$ cat src/rtl/pred_cmp_unit.sv
module pred_cmp_unit #(
  parameter int XLEN = 32,
  parameter int NREG = 32,
  parameter int VLW  = 6
) (
  input  logic                  clk,
  input  logic                  rst_n,
  input  logic                  start,
  input  logic [31:0]           instr,
  input  logic [NREG*VLW-1:0]   vlens,
  output logic [4:0]            ra_reg,
  output logic [$clog2(XLEN)-1:0] ra_idx,
  input  logic [XLEN-1:0]       ra_data,
  output logic [4:0]            rb_reg,
  output logic [$clog2(XLEN)-1:0] rb_idx,
  input  logic [XLEN-1:0]       rb_data,
  output logic                  pw_en,
  output logic [4:0]            pw_reg,
  output logic [$clog2(XLEN)-1:0] pw_bit,
  output logic                  pw_val,
  output logic                  busy,
  output logic                  done,
  output logic                  illegal
);
  localparam int BW = $clog2(XLEN);
  localparam int IW = $clog2(XLEN + 1);
  localparam int CW = (VLW > IW) ? VLW : IW;
  localparam logic [6:0] OPC = 7'b1100011;

  typedef enum logic [1:0] {S_IDLE, S_RUN, S_FIN} st_t;
  st_t st;

  logic          is_f, sc1, sc2, ill_q;
  logic [2:0]    f3;
  logic [4:0]    s1, s2, pd;
  logic [CW-1:0] idx, n_q;

  wire        d_isf = instr[31];
  wire [2:0]  d_f3  = instr[14:12];
  wire [4:0]  d_s1  = instr[19:15];
  wire [4:0]  d_s2  = instr[24:20];
  wire [4:0]  d_pd  = instr[11:7];

  logic [VLW-1:0] vl1, vl2;
  logic [CW-1:0]  mx, cnt;
  logic           legal;

  always_comb begin
    vl1 = vlens[32'(d_s1)*VLW +: VLW];
    vl2 = vlens[32'(d_s2)*VLW +: VLW];
    mx  = (vl1 > vl2) ? CW'(vl1) : CW'(vl2);
    cnt = (mx > CW'(XLEN)) ? CW'(XLEN) : mx;
    if (instr[6:0] != OPC) legal = 1'b0;
    else if (d_isf) legal = (d_f3 == 3'b000) || (d_f3 == 3'b001) ||
                            (d_f3 == 3'b100) || (d_f3 == 3'b101);
    else legal = (d_f3 != 3'b010) && (d_f3 != 3'b011);
  end

  always_ff @(posedge clk) begin
    if (!rst_n) begin
      st    <= S_IDLE;
      ill_q <= 1'b0;
      idx   <= '0;
      n_q   <= '0;
      is_f  <= 1'b0;
      f3    <= '0;
      s1    <= '0;
      s2    <= '0;
      pd    <= '0;
      sc1   <= 1'b0;
      sc2   <= 1'b0;
    end else begin
      ill_q <= 1'b0;
      case (st)
        S_IDLE: if (start) begin
          if (!legal) ill_q <= 1'b1;
          else begin
            is_f <= d_isf;
            f3   <= d_f3;
            s1   <= d_s1;
            s2   <= d_s2;
            pd   <= d_pd;
            sc1  <= (vl1 <= VLW'(1));
            sc2  <= (vl2 <= VLW'(1));
            idx  <= '0;
            n_q  <= cnt;
            st   <= (cnt == '0) ? S_FIN : S_RUN;
          end
        end
        S_RUN: begin
          idx <= idx + 1'b1;
          if (idx + 1'b1 == n_q) st <= S_FIN;
        end
        default: st <= S_IDLE;
      endcase
    end
  end

  localparam logic [XLEN-1:0] SGN = {1'b1, {(XLEN-1){1'b0}}};
  wire [XLEN-1:0] ka = ra_data[XLEN-1] ? ~ra_data : (ra_data ^ SGN);
  wire [XLEN-1:0] kb = rb_data[XLEN-1] ? ~rb_data : (rb_data ^ SGN);
  wire eq  = (ra_data == rb_data);
  wire slt = $signed(ra_data) < $signed(rb_data);
  wire ult = ra_data < rb_data;
  wire flt = ka < kb;

  logic res;
  always_comb begin
    if (is_f) begin
      case (f3)
        3'b000:  res = eq;
        3'b001:  res = !eq;
        3'b100:  res = flt;
        default: res = flt || eq;
      endcase
    end else begin
      case (f3)
        3'b000:  res = eq;
        3'b001:  res = !eq;
        3'b100:  res = slt || eq;
        3'b101:  res = !slt;
        3'b110:  res = ult;
        default: res = !ult;
      endcase
    end
  end

  assign ra_reg  = s1;
  assign rb_reg  = s2;
  assign ra_idx  = sc1 ? '0 : idx[BW-1:0];
  assign rb_idx  = sc2 ? '0 : idx[BW-1:0];
  assign pw_en   = (st == S_RUN);
  assign pw_reg  = pd;
  assign pw_bit  = idx[BW-1:0];
  assign pw_val  = res;
  assign busy    = (st != S_IDLE);
  assign done    = (st == S_FIN);
  assign illegal = ill_q;
endmodule


$ cat config.mk
export PLATFORM = sky130hd
export DESIGN_NAME = pred_cmp_unit
export DESIGN_NICKNAME = d
export VERILOG_FILES = /design/src/rtl/pred_cmp_unit.sv
export SDC_FILE = /design/constraint.sdc
export NUM_CORES = 1
export LEC_CHECK = 0
export BUFFER_PORTS_ARGS = -buffer_cell sky130_fd_sc_hd__buf_2
export CORE_MARGIN = 4
export CORE_UTILIZATION = 30
export CTS_BUF_LIST = sky130_fd_sc_hd__clkbuf_8
export CTS_CLUSTER_SIZE = 10
export DETAILED_ROUTE_END_ITERATION = 10
export HOLD_SLACK_MARGIN = 0.05
export PLACE_DENSITY_LB_ADDON = 0.2
export SYNTH_ARGS = -nofsm -noshare
export SYNTH_HDL_FRONTEND = slang
export SYNTH_SLANG_ARGS = --single-unit
$ cat constraint.sdc
create_clock -name clk -period 6.5 [get_ports clk]
set_input_delay 0.325 -clock clk [delete_from_list [all_inputs] [get_ports clk]]
set_output_delay 0.325 -clock clk [all_outputs]
set_load 0.1 [all_outputs]
# After elaboration in Yosys (flattened, before gate mapping)
# Index checks and enable logic that the tools add are counted.
# totals
register_bits	36
latchBits	0
ram_bits	0
rom_bits	0
output_inout_bits	35
mem_count	0
# classes
n_addsub	1
n_mul	2
div	0
magnitude_cmp	7
n_eq_ne	17
n_shift	2
mux	20
bitwise_logic	4
n_reduce_logical	19
# ops
cell	n
192-bit by 9-bit variable part select with 6-bit output	2
32-bit less-than comparator	3
32-bit two-way mux	2
32-bit NOT	2
32-bit equality test	1
6-bit two-way mux	4
3-bit equality test (second input constant)	5
5-bit by 2-bit multiplier with 7-bit output (second input constant)	2
6-bit by 1-bit less-or-equal comparator with 1-bit output (second input constant)	2
6-bit case mux with 2 select lines	1
3-bit AND reduction	4
5-bit two-way mux	2
2-bit two-way mux	4
7-bit != test (second input constant)	1
6-bit by 1-bit adder with 6-bit output (second input constant)	1
3-bit by 1-bit equality test with 1-bit output (second input constant)	2
6-bit equality test	1
6-bit greater-than comparator	1
6-bit greater-than comparator (second input constant)	1
3-bit logical NOT	2
6-bit logical NOT	1
3-bit by 2-bit != test with 1-bit output (second input constant)	2
1-bit logical OR	5
1-bit case mux with 5 select lines	1
other kinds (12)	20

# Longest topological paths before layout
# depth
ltp_word	11
depth_mapped	16

# Worst setup path after synthesis
# OpenSTA, ideal clock, no wires.
# synth_timing
kind	input to output
from	input port ra_data[31]
to	output port pw_val
arrival_ps	3926
t_required_ps	6175
setup_slack_ps	2249
stages	12
cell_sequence	clkbuf_1 > buf_1 > inv_1 > ha_1 > nand4_1 > nor3_1 > nand4_1 > nor2_1 > nor3_1 > o22ai_1 > nand3_1 > a22oi_1
# synth_via
elab_chain_len	6
word_cells_on_any_way	15
# synth_rtl
element	line	text
start: declaration	13	input logic [XLEN-1:0] ra_data,
1-bit NOT (no source line) / 32-bit NOT (equally long branches)	-	
32-bit two-way mux	100	wire [XLEN-1:0] ka = ra_data[XLEN-1] ? ~ra_data : (ra_data ^ SGN);
32-bit less-than comparator	105	wire flt = ka < kb;
1-bit logical OR	114	default: res = flt || eq;
1-bit case mux with 3 select lines	110	case (f3)
1-bit two-way mux (*)	109	if (is_f) begin
end: declaration	20	output logic pw_val,
# Mark *: on every way between the ends. The rest lies on a longest branch, timed or not.

# Worst setup path after layout
# layout_timing
from	input port instr[21]
to	register st[0]
# layout_via
elab_chain_len	11
# layout_rtl
element	line	text
start: declaration	9	input logic [31:0] instr,
5-bit by 2-bit multiplier with 7-bit output (*)	50	vl2 = vlens[32'(d_s2)*VLW +: VLW];
192-bit by 9-bit variable part select with 6-bit output (*)	50	
6-bit greater-than comparator	51	mx = (vl1 > vl2) ? CW'(vl1) : CW'(vl2);
6-bit two-way mux (*)	51	
6-bit greater-than comparator	52	cnt = (mx > CW'(XLEN)) ? CW'(XLEN) : mx;
6-bit two-way mux (*)	52	
6-bit logical NOT (*)	87	st <= (cnt == '0) ? S_FIN : S_RUN;
2-bit two-way mux (*)	87	
2-bit two-way mux (*)	76	if (!legal) ill_q <= 1'b1;
2-bit two-way mux (*)	75	S_IDLE: if (start) begin
2-bit case mux with 2 select lines (*)	74	case (st)
end signal: assignment	87	
end: declaration	31	st_t st;
# Mark *: on every way between the ends. The rest lies on a longest branch, timed or not. The select of a mux whose other input is x is not followed.
# A chain may end at the register's enable or synchronous reset.

==> summary by stage <==
Status
The run finished with clean final reports.

Floorplan
The initial standard-cell utilization of the core is 0.306. The initialized floorplan defines 56 standard-cell rows. The region available for standard cell placement spans 23600 um2. The vertical extent of the die is 163 um. The horizontal die dimension is 163 um. The total die area is 26600 um2. The number of top-level pins is 326.

Clocking
In this run, post-CTS repair resized a total of 0 instances. The clock-pin slew of the registers on the worst-case setup and hold paths is 0.07 ns. The master cell of the clock root buffer is sky130_fd_sc_hd__clkbuf_8. For this design, the CTS-stage hold fixing added 0 buffers. CTS saw 36 sinks. The number of post-CTS setup repair buffers is 0. No sink is reached through more buffers than the 2 on the longest clock path.

In this run, CTS created clock tree buffers numbering 5. The H-tree depth is 2. For the worst-skew pair, the clock arrives at the later sink with an insertion delay of 0.28 ns. TritonCTS built the clock tree.

Finish
Counting the fill cells in the layout gives 2504. For this run, the share of the core covered by cells in the final layout is 0.385. The largest registers in the layout are idx (6), n_q (6). In the final layout, flip-flops and latches occupy 721 um2. The combined area of the multi-input logic cells is 6080 um2. Of the cells placed in the final design, the portion with a size suffix greater than 1 is 0.334.

The final non-filler cell total is 1461. The area growth from synthesis to final layout is 25.8%. At the end of the flow, the number of nets in the layout was 1497.

Synth
In this run, synthesis produced a sequential element count of 36. The area of the mapped netlist is 7230 um2. The share of synthesized area spent on multiplexers is 0.294.

The count of flip-flops with a built-in enable after synthesis is 0. The most used flip-flop cell after synthesis is sky130_fd_sc_hd__dfxtp_1. After synthesis, the largest family of logic cells by area is multiplexers. For this run, asynchronously set or reset flops after synthesis account for 0. The number of distinct standard cells referenced by the synthesized netlist is 47. The count of yosys warnings during synthesis is 0. The per-instance average area after synthesis is 8.37 um2. Of the total synthesized cell area, the portion taken by full adders, half adders and majority gates is 0.121. Of the total synthesized cell area, the portion taken by XOR and XNOR cells is 0.0873. The count of mapped cells out of synthesis is 863. Of the synthesized area, sequential elements account for 0.0997. The cell taking the most area after synthesis is sky130_fd_sc_hd__mux2i_1.

Of the post-synthesis cell area, the dominant cell type holds 0.154. Of the total synthesized cell area, the portion taken by AND, OR, NAND and NOR gates is 0.176. When the netlist entered floorplanning its net count stood at 1224. The fraction of the mapped netlist area in compound gates is 0.162. In the post-synthesis netlist, the cell with the most instances is sky130_fd_sc_hd__mux2i_1. After synthesis, the cell types taking the most area are sky130_fd_sc_hd__mux2i_1 (15%), sky130_fd_sc_hd__mux4_2 (14%), sky130_fd_sc_hd__ha_1 (12%). Ranked by instance count, the synthesized netlist is headed by sky130_fd_sc_hd__mux2i_1 (111), sky130_fd_sc_hd__nand2_1 (74), sky130_fd_sc_hd__ha_1 (70).

Job
Across the run, the number of max-cap violations was 0.

Timing
The time the final worst path needs with I/O delays and setup is 4.45 ns. The total count of max-transition violations in the final report is 0. After routing, the total negative slack on setup checks comes to 0 ns. The hold violation total from the final report is 0.

Between clock sinks in the finished design, the worst skew comes to 0.00289 ns. Setup repair after global routing left no endpoint under its margin. Setup violations remaining at the end of the flow were counted as 0. The part of the cycle the worst path needs is 0.685.

Final hold analysis gives a worst-case slack of 0.289 ns. In this run the tightest slew margin relative to its limit is 0.311. Timing would allow up to 0.225 GHz.

At the pin with the least slew margin, the transition time is 1.03 ns.

Power
The worst-case vdd ir drop is 0.0772 mV. The power per cell area is 105 nW/um2. The net switching power of the design is 0.369 mW. The cell internal power dissipation is 0.585 mW. The portion of total power attributed to combinational logic is 0.590. Summed over all cells, the static leakage comes to 4.39 nW.

Of the total power, the share spent switching nets is 0.387. The sequential cell fraction of total power is 0.232. Of the total power, the clock network draws 0.178.

Global routing
The first global-routing pass estimated 41.8 mm of wire. The number of antenna violations at the first check in global routing came to 9. Summed over all layers, the global routing overflow is 0. The via count of the first global-routing pass is 7751. Entering global routing, the biggest net connects 66 pins.

Across every metal layer, demand over resource in global routing totals 0.195.

Route
After detailed routing, the number of vias per cell comes to 5.27. For this run, design rule violations remaining after detail routing come to 0. The first routing iteration left 500 violations. The mean routed wirelength per cell is 18.8 um. The detailed-route via count is 7695. Wires add up to 27.5 mm.

Once detail routing completed, the nets flagged for antenna violations numbered 0. For this run, the detailed router's first-pass iteration total came to 4.

Placed design
The congestion estimate from routability-driven global placement came to 0.847. The detailed-placement wirelength estimate is 22.9 mm. The quantity of I/O buffers inserted on ports is 319. Once placement completed, the tool counted placed cells totaling 1448.

Setup path
The arrival time of data at the critical path endpoint is 4.59 ns. Of all nets on the critical path, the largest fanout is 22. STA puts the critical path data required time at 6.64 ns. The category of the worst setup path capture point is a flip-flop. By startpoint and endpoint, the worst setup path is classified as input port to flip-flop. The worst setup path is launched from an input port.

Worst hold path
The worst min-delay path category is input port to flip-flop.
[worst paths after layout]
path	start	endpoint	slack, ns	cells after the start
max	instr[21]	st[0]	2.05	15
min	instr[11]	pw_reg[4]	0.29	3
max reg2reg	idx[0]	st[1]	4.60	6
min reg2reg	ra_reg[0]	ra_reg[0]	0.46	2
[per-layer routing]
metal	share of wire	track usage	up-vias
li1	-	-	3771
met1	0.40	0.239	3606
met2	0.51	0.359	274
met3	0.069	0.0341	38
met4	0.017	0.0389	6
met5	0.0017	0	-
[critical path: stages]
cell and delay [ns]:
sky130_fd_sc_hd__buf_2 0.54, sky130_fd_sc_hd__buf_4 0.44, sky130_fd_sc_hd__nor2b_1 0.72, sky130_fd_sc_hd__a21oi_1 0.13, sky130_fd_sc_hd__nand3_1 0.17, sky130_fd_sc_hd__nand4_1 0.20, sky130_fd_sc_hd__inv_1 0.10, sky130_fd_sc_hd__ha_1 0.24
sky130_fd_sc_hd__nand4_1 0.09, sky130_fd_sc_hd__o22ai_1 0.07, sky130_fd_sc_hd__a21oi_1 0.55, sky130_fd_sc_hd__mux2i_1 0.48, sky130_fd_sc_hd__nand4_1 0.21, sky130_fd_sc_hd__o21ai_0 0.19, sky130_fd_sc_hd__a21boi_0 0.09
[per-stage QoR]
| stage | setup slack, ns | total power, mW | cell area, um2 |
|---|---|---|---|
| finish | 2.05 | 0.954 | 9090 |
| global route | 1.53 | 1.04 | 9090 |
| CTS | 2.02 | 0.963 | 9080 |
| detailed placement | 1.74 | 0.790 | 8980 |
| global placement | 1.76 | 0.785 | 8980 |
| floorplan | 2.25 | 0.589 | 7230 |
[power groups by stage]
stage	sequential, mW	clock (mW)	combinational, mW
final	0.221	0.170	0.563
after global routing	0.221	0.187	0.631
after CTS	0.221	0.175	0.566
after detailed placement	0.227	0	0.563
after global placement	0.227	0	0.559
after floorplan	0.230	0	0.359
[final cells by class]
| class | instances | area share |
|---|---|---|
| antenna | 6 | 0.00165 |
| clock buffer | 7 | 0.0106 |
| multi-input combinational | 728 | 0.668 |
| timing repair buffer | 322 | 0.179 |
| inverter | 43 | 0.0178 |
| sequential | 36 | 0.0793 |
| tap | 319 | 0.0439 |
[cell families (layout without fill, tap and decap cells)]
kind of cell	after synthesis	in the layout
AOI/OAI and AO/OA	178	178
xor gates and xnor gates	72	72
adders and majority gates	70	70
buffers and inverters	99	372
DFF	36	36
muxes	157	157
other	0	6
and+or+nand+nor	251	251
[layout by cell type (no fill, tap or decap), types with 25 or more instances in the layout]
cell and count:
sky130_fd_sc_hd__ha_1 70, sky130_fd_sc_hd__xnor2_1 37, sky130_fd_sc_hd__mux4_2 44, sky130_fd_sc_hd__a21oi_1 54, sky130_fd_sc_hd__nand4_1 25, sky130_fd_sc_hd__dfxtp_1 36
sky130_fd_sc_hd__mux2i_1 111, sky130_fd_sc_hd__nand2_1 74, sky130_fd_sc_hd__xor2_1 35, sky130_fd_sc_hd__a22oi_1 48, sky130_fd_sc_hd__buf_2 317, sky130_fd_sc_hd__inv_1 43
sky130_fd_sc_hd__nor2b_1 30, sky130_fd_sc_hd__nand3_1 54
No activity file was read; power rests on OpenSTA's default activity.
